### src/rtl/crc8_frame_pkg.sv
// Package crc8_frame_pkg
// Shared constants and a reference helper for the frame CRC.
// Assumes an 8-bit remainder; data width is set per instance.
package crc8_frame_pkg;

    localparam int CRC_W = 8;
    localparam logic [CRC_W-1:0] CRC_POLY = 8'h1D;
    localparam logic [CRC_W-1:0] CRC_SEED = 8'hFF;
    localparam logic [CRC_W-1:0] CRC_XOUT = 8'hFF;

    typedef logic [CRC_W-1:0] crc_t;

    // Shift a remainder through n zero bits. Absorbing byte d into remainder r
    // equals zero_shift(r ^ d, 8) when the data width equals the CRC width.
    function automatic crc_t zero_shift(crc_t r, int n, crc_t poly);
        crc_t v;
        v = r;
        for (int k = 0; k < n; k++) begin
            v = v[CRC_W-1] ? ({v[CRC_W-2:0], 1'b0} ^ poly) : {v[CRC_W-2:0], 1'b0};
        end
        return v;
    endfunction

endpackage

### src/rtl/crc8_byte_step.sv
// Module crc8_byte_step
// Combinational next-state logic: absorbs DATA_W data bits, MSB first, into
// the remainder in one pass. Built as a chain of DATA_W serial shift stages.
// Assumes CRC_W >= 2. Holds no state.
module crc8_byte_step #(
    parameter int CRC_W  = 8,
    parameter int DATA_W = 8,
    parameter logic [CRC_W-1:0] POLY = 8'h1D
) (
    input  logic [CRC_W-1:0]  crc_in,
    input  logic [DATA_W-1:0] data_in,
    output logic [CRC_W-1:0]  crc_next
);

    logic [DATA_W:0][CRC_W-1:0] chain;

    assign chain[0] = crc_in;

    // One serial division step per data bit, MSB of the data entering first.
    for (genvar i = 0; i < DATA_W; i++) begin : g_bit
        logic fb;
        assign fb = chain[i][CRC_W-1] ^ data_in[DATA_W-1-i];
        assign chain[i+1] = {chain[i][CRC_W-2:0], 1'b0} ^ (fb ? POLY : '0);
    end

    assign crc_next = chain[DATA_W];

endmodule

### src/rtl/crc8_accum.sv
// Module crc8_accum
// Holds the running remainder. It selects the base for the next byte (the
// seed on a clear, the held value otherwise) and captures the step result
// when a byte is valid. Assumes an external step block maps base_o/data to
// step_i combinationally.
module crc8_accum #(
    parameter int CRC_W  = 8,
    parameter int DATA_W = 8,
    parameter logic [CRC_W-1:0] POLY = 8'h1D,
    parameter logic [CRC_W-1:0] SEED = 8'hFF
) (
    input  logic              clk,
    input  logic              rst_n,
    input  logic              clr,
    input  logic              vld,
    input  logic [DATA_W-1:0] data,
    input  logic [CRC_W-1:0]  step_i,
    output logic [CRC_W-1:0]  base_o,
    output logic [CRC_W-1:0]  crc_q
);

    // Base for this cycle's byte: a clear restarts from the seed.
    always_comb begin
        base_o = clr ? SEED : crc_q;
    end

    // Remainder register: reset/clear to seed, absorb on valid, else hold.
    always_ff @(posedge clk) begin
        if (!rst_n) begin
            crc_q <= SEED;
        end else if (vld) begin
            crc_q <= step_i;
        end else if (clr) begin
            crc_q <= SEED;
        end
    end

    AST_RESET_SEED: assert property (@(posedge clk)
        !rst_n |=> (crc_q == SEED));

    AST_CLEAR_SEED: assert property (@(posedge clk) disable iff (!rst_n)
        (clr && !vld) |=> (crc_q == SEED));

    AST_IDLE_HOLD: assert property (@(posedge clk) disable iff (!rst_n)
        (!clr && !vld) |=> $stable(crc_q));

    if (DATA_W == CRC_W) begin : g_lin
        AST_BYTE_TABLE: assert property (@(posedge clk) disable iff (!rst_n)
            (vld && !clr) |=> (crc_q == crc8_frame_pkg::zero_shift(
                $past(crc_q) ^ $past(data), DATA_W, POLY)));
        AST_CLR_BYTE: assert property (@(posedge clk) disable iff (!rst_n)
            (vld && clr) |=> (crc_q == crc8_frame_pkg::zero_shift(
                SEED ^ $past(data), DATA_W, POLY)));
    end

endmodule

### src/rtl/crc8_frame_check.sv
// Module crc8_frame_check
// Top of the frame CRC. Bytes of a frame (command word first, each word high
// byte first) enter one per clock; crc_out is the complemented remainder.
// Assumes the framing logic outside issues crc_clr at transfer start or abort.
module crc8_frame_check #(
    parameter int CRC_W  = crc8_frame_pkg::CRC_W,
    parameter int DATA_W = 8,
    parameter logic [CRC_W-1:0] POLY = crc8_frame_pkg::CRC_POLY,
    parameter logic [CRC_W-1:0] SEED = crc8_frame_pkg::CRC_SEED,
    parameter logic [CRC_W-1:0] XOUT = crc8_frame_pkg::CRC_XOUT
) (
    input  logic              clk,
    input  logic              rst_n,
    input  logic              crc_clr,
    input  logic              byte_vld,
    input  logic [DATA_W-1:0] byte_in,
    output logic [CRC_W-1:0]  crc_out
);

    logic [CRC_W-1:0] base;
    logic [CRC_W-1:0] stepped;
    logic [CRC_W-1:0] rem_q;

    crc8_accum #(
        .CRC_W  (CRC_W),
        .DATA_W (DATA_W),
        .POLY   (POLY),
        .SEED   (SEED)
    ) u_accum (
        .clk    (clk),
        .rst_n  (rst_n),
        .clr    (crc_clr),
        .vld    (byte_vld),
        .data   (byte_in),
        .step_i (stepped),
        .base_o (base),
        .crc_q  (rem_q)
    );

    crc8_byte_step #(
        .CRC_W  (CRC_W),
        .DATA_W (DATA_W),
        .POLY   (POLY)
    ) u_step (
        .crc_in   (base),
        .data_in  (byte_in),
        .crc_next (stepped)
    );

    // Output complement of the held remainder.
    always_comb begin
        crc_out = rem_q ^ XOUT;
    end

    AST_OUT_IDLE: assert property (@(posedge clk) disable iff (!rst_n)
        (!crc_clr && !byte_vld) |=> $stable(crc_out));

    AST_OUT_AFTER_CLR: assert property (@(posedge clk) disable iff (!rst_n)
        (crc_clr && !byte_vld) |=> (crc_out == (SEED ^ XOUT)));

endmodule

### config.mk
export PLATFORM = sky130hd
export DESIGN_NAME = crc8_frame_check
export DESIGN_NICKNAME = d
export VERILOG_FILES = /design/src/rtl/crc8_frame_pkg.sv /design/src/rtl/crc8_byte_step.sv /design/src/rtl/crc8_accum.sv /design/src/rtl/crc8_frame_check.sv
export SDC_FILE = /design/constraint.sdc
export NUM_CORES = 1
export LEC_CHECK = 0
export ABC_AREA = 1
export BUFFER_PORTS_ARGS = -buffer_cell sky130_fd_sc_hd__buf_4
export CORE_UTILIZATION = 53
export CTS_CLUSTER_DIAMETER = 60
export DETAILED_ROUTE_END_ITERATION = 6
export PLACE_DENSITY = 0.79
export SKIP_CTS_REPAIR_TIMING = 1
export SLEW_MARGIN = 20
export SYNTH_ARGS = -nofsm -noshare
export SYNTH_HDL_FRONTEND = slang
export SYNTH_SLANG_ARGS = --single-unit
export TNS_END_PERCENT = 30
### constraint.sdc
create_clock -name clk -period 1.9 [get_ports clk]
set_input_delay 0.285 -clock clk [delete_from_list [all_inputs] [get_ports clk]]
set_output_delay 0.285 -clock clk [all_outputs]
set_load 0.005 [all_outputs]
==> summary.md <==
| Metric | Value |
|---|---|
| # rows | `14` |
| Post-synth EDFFs | `0` |
| Clock root cell | `clkbuf_4` |
| Combinational share of power | `0.527` |
| Seq cells post-synth | `8` |
| Hold/Removal Path Class | `input port to flop` |
| Ant diodes | `0` |
| Die height | `44.22 um` |
| Final WL | `between 2000 and 2500 um` |
| Final Cell Area | `1130 um2` |
| Pre-antenna DRT Iters | `6` |
| Sw Ratio | `0.4270` |
| Share of layout cells above drive strength 1 | `0.3315` |
| Final setup fails | `0` |
| Critical R2R Capture | `u_accum.crc_q[5]` |
| Antenna violations before repair | `0` |
| TNS Setup | `0 ns` |
| Post-synth top area cell | `nand2_1` |
| Crit path DAT | `1.70 ns` |
| R2R setup slack | `~0.35 ns` |
| WS Path Type | `flop to flop` |
| Yosys warns | `0` |
| Initial Util | `0.5992` |
| Regs by FF count | `u_accum.crc_q x8` |
| H-tree levels | `1` |
| Grt ovf | `0` |
| Clock power frac | `0.192` |
| Leakage power | `0.6739 nW` |
| DRC | `0` |
| Yosys top cell area share | `0.2106` |
| Largest register FFs | `8` |
| CP max FO | `4` |
| Num CTS Buffers | `3` |
| GRT Util Overall | `0.2723` |
| Core Area | `1577 um2` |
| Setup Skew | `0.004263 ns` |
| Max_cap viols | `0` |
| Start of the worst register-to-register path | `u_accum.crc_q[3]` |
| Final Hold Slack | `0.2099 ns` |
| Final min period | `1.547 ns` |
| Status | `finished, final reports clean` |
| Routed via count | `1075` |
| Drt wl/cell | `11.95 um` |
| Fill cells | `151` |
| Fmax | `646.4 MHz` |
| First-pass GRT wire length | `between 3000 and 4000 um` |
| Hold Path Cell Cnt | `2` |
| Main synth FF type | `dfxtp_1` |
| Total Power | `0.6939 mW` |
| Setup crit end kind | `flop` |
| Sequential area share after synthesis | `0.1695` |
| Top post-synthesis cells by area | `nand2_1 21%, dfxtp_1 17%, nand2_2 15%, inv_1 9.1%, nand3_2 7.4%` |
| Synth cell count leaders | `53 x nand2_1, 23 x inv_1, 22 x nand2_2, 12 x nand3_1` |
| Syn_nets | `174` |
| Area grow syn2layout | `19.60%` |
| Fin crit share | `0.8143` |
| Syn_area_per_cell | `5.831 um2` |
| Final core occ | `0.7167` |
| Hold_sp | `rst_n` |
| Power Dens Cells | `614.1 nW/um2` |
| Placer Congestion | `0.9090` |
| Hold Fails Final Rpt | `0` |
| Placed inst area | `between 1000 and 1500 um2` |
| Die area | `1955 um2` |
| CTS Buffer Depth | `2` |
| CTS tree | `built` |
| Post-synthesis cell type count | `20` |
| Crit path required time | `a little over 2 ns` |
| I/O pin cnt | `20` |
| Unrepaired setup endpoints after global routing | `false` |
| Clock Sink Count | `8` |
| Vias in the first global route | `about 900` |
| DRT antenna net count | `0` |
| Cells after Synth | `162` |
| Worst-Margin Slew | `0.2495 ns` |
| Reg power frac | `0.281` |
| CP startpoint kind | `flop` |
| Top reg by flops | `u_accum.crc_q` |
| FF-to-FF path depth | `11` |
| Switching pwr | `about 0.3 mW` |
| Max-slew violations | `0` |
| Most instantiated library cell after synthesis | `nand2_1` |
| Fin nets | `198` |
| Port Buffers | `19` |
| Post-DP HPWL | `1998 um` |
| Hold path endpoint | `u_accum.crc_q[7]` |
| Worst-path clk slew | `0.06 ns` |
| Largest net degree at the start of global routing | `11` |
| Clk_lat worst skew | `~0.26 ns` |
| Initial DRC Count | `34` |
| Peak VDD IR | `563.1 uV` |
| Post-Syn Area | `approximately 940 um2` |
| Via density | `5.375` |
| FFs w/ async S/R, synth | `0` |
| Internal | `between 0.3 and 0.4 mW` |
| Die width | `44.22 um` |
| Worst rel slew slack | `0.8335` |
==> final cells by class <==
class,count,area (um2),area share
multi-input combinational,126,676.9,0.5991
sequential,8,160.2,0.1418
timing repair buffer,19,142.6,0.1262
inverter,28,107.6,0.09524
clock buffer,3,22.52,0.01993
tap,16,20.02,0.01772
==> cell families (layout without fill, tap and decap cells) <==
kind of cell,Yosys count,after routing,synth area share
xor gates and xnor gates,5,5,0.05432
AOI/OAI and AO/OA,13,13,0.07682
buffers and inverters,28,50,0.1139
and+or+nand+nor,108,108,0.5854
DFF,8,8,0.1695
==> per-layer routing <==
metal,vias up,global-route usage,wire [um]
met2,44,0.4882,1239
li1,546,-,-
met5,-,0,0
met3,2,0.07755,170
met4,0,0.05455,11
met1,483,0.3217,967
==> worst max-delay path, stage by stage (launching register included) <==
cell,delay [ns]
dfxtp_1,0.33
nor2_2,0.22
xor2_2,0.24
nand2_2,0.07
nand2_2,0.13
inv_2,0.06
nand2_2,0.06
nand2_1,0.05
nand2_1,0.07
nand3_1,0.07
nand3_1,0.08
nand2_1,0.05
==> power by group through the flow <==
stage / registers (mW) / clock network [mW] / logic, mW
floorplan: 0.195 / 0 / 0.261
global placement: 0.198 / 0 / 0.352
detailed placement: 0.198 / 0 / 0.362
CTS: 0.195 / 0.137 / 0.364
global route: 0.196 / 0.147 / 0.412
finish: 0.195 / 0.133 / 0.366
==> metrics by stage <==
| stage | std cells | worst slack, ns |
|---|---|---|
| after floorplan | 162 | 0.5786 |
| after global placement | 197 | 0.2501 |
| after detailed placement | 197 | 0.2430 |
| after CTS | 200 | 0.3677 |
| after global routing | 200 | 0.1924 |
| final | 200 | 0.3529 |
==> cells in the final DEF (no fill, tap or decap) <==
cell,synthesis,routed
nand4_1,2,2
buf_4,0,19
dfxtp_1,8,8
inv_1,23,23
inv_4,1,1
nand3_2,7,7
o21ai_0,4,4
nand2_1,53,53
nand3_1,12,12
nor2_1,7,7
xor2_1,2,2
xnor2_1,2,2
o211ai_2,1,1
nor2_2,1,1
xor2_2,1,1
inv_2,3,3
a21oi_1,8,8
clkinv_1,1,1
nand2_2,22,22
nand2_4,3,3
clkbuf_4,0,3
nand3b_1,1,1
==> how the worst max path moves through the flow <==
stage	from	end	cells past startpoint
2_1_floorplan	u_accum.crc_q[5]	u_accum.crc_q[4]	14
3_3_place_gp	crc_clr	u_accum.crc_q[5]	12
3_5_place_dp	crc_clr	u_accum.crc_q[5]	12
4_1_cts	u_accum.crc_q[3]	u_accum.crc_q[5]	11
5_1_grt	u_accum.crc_q[5]	u_accum.crc_q[4]	14
6_report	u_accum.crc_q[3]	u_accum.crc_q[5]	11
No activity file was read; power rests on OpenSTA's default activity.
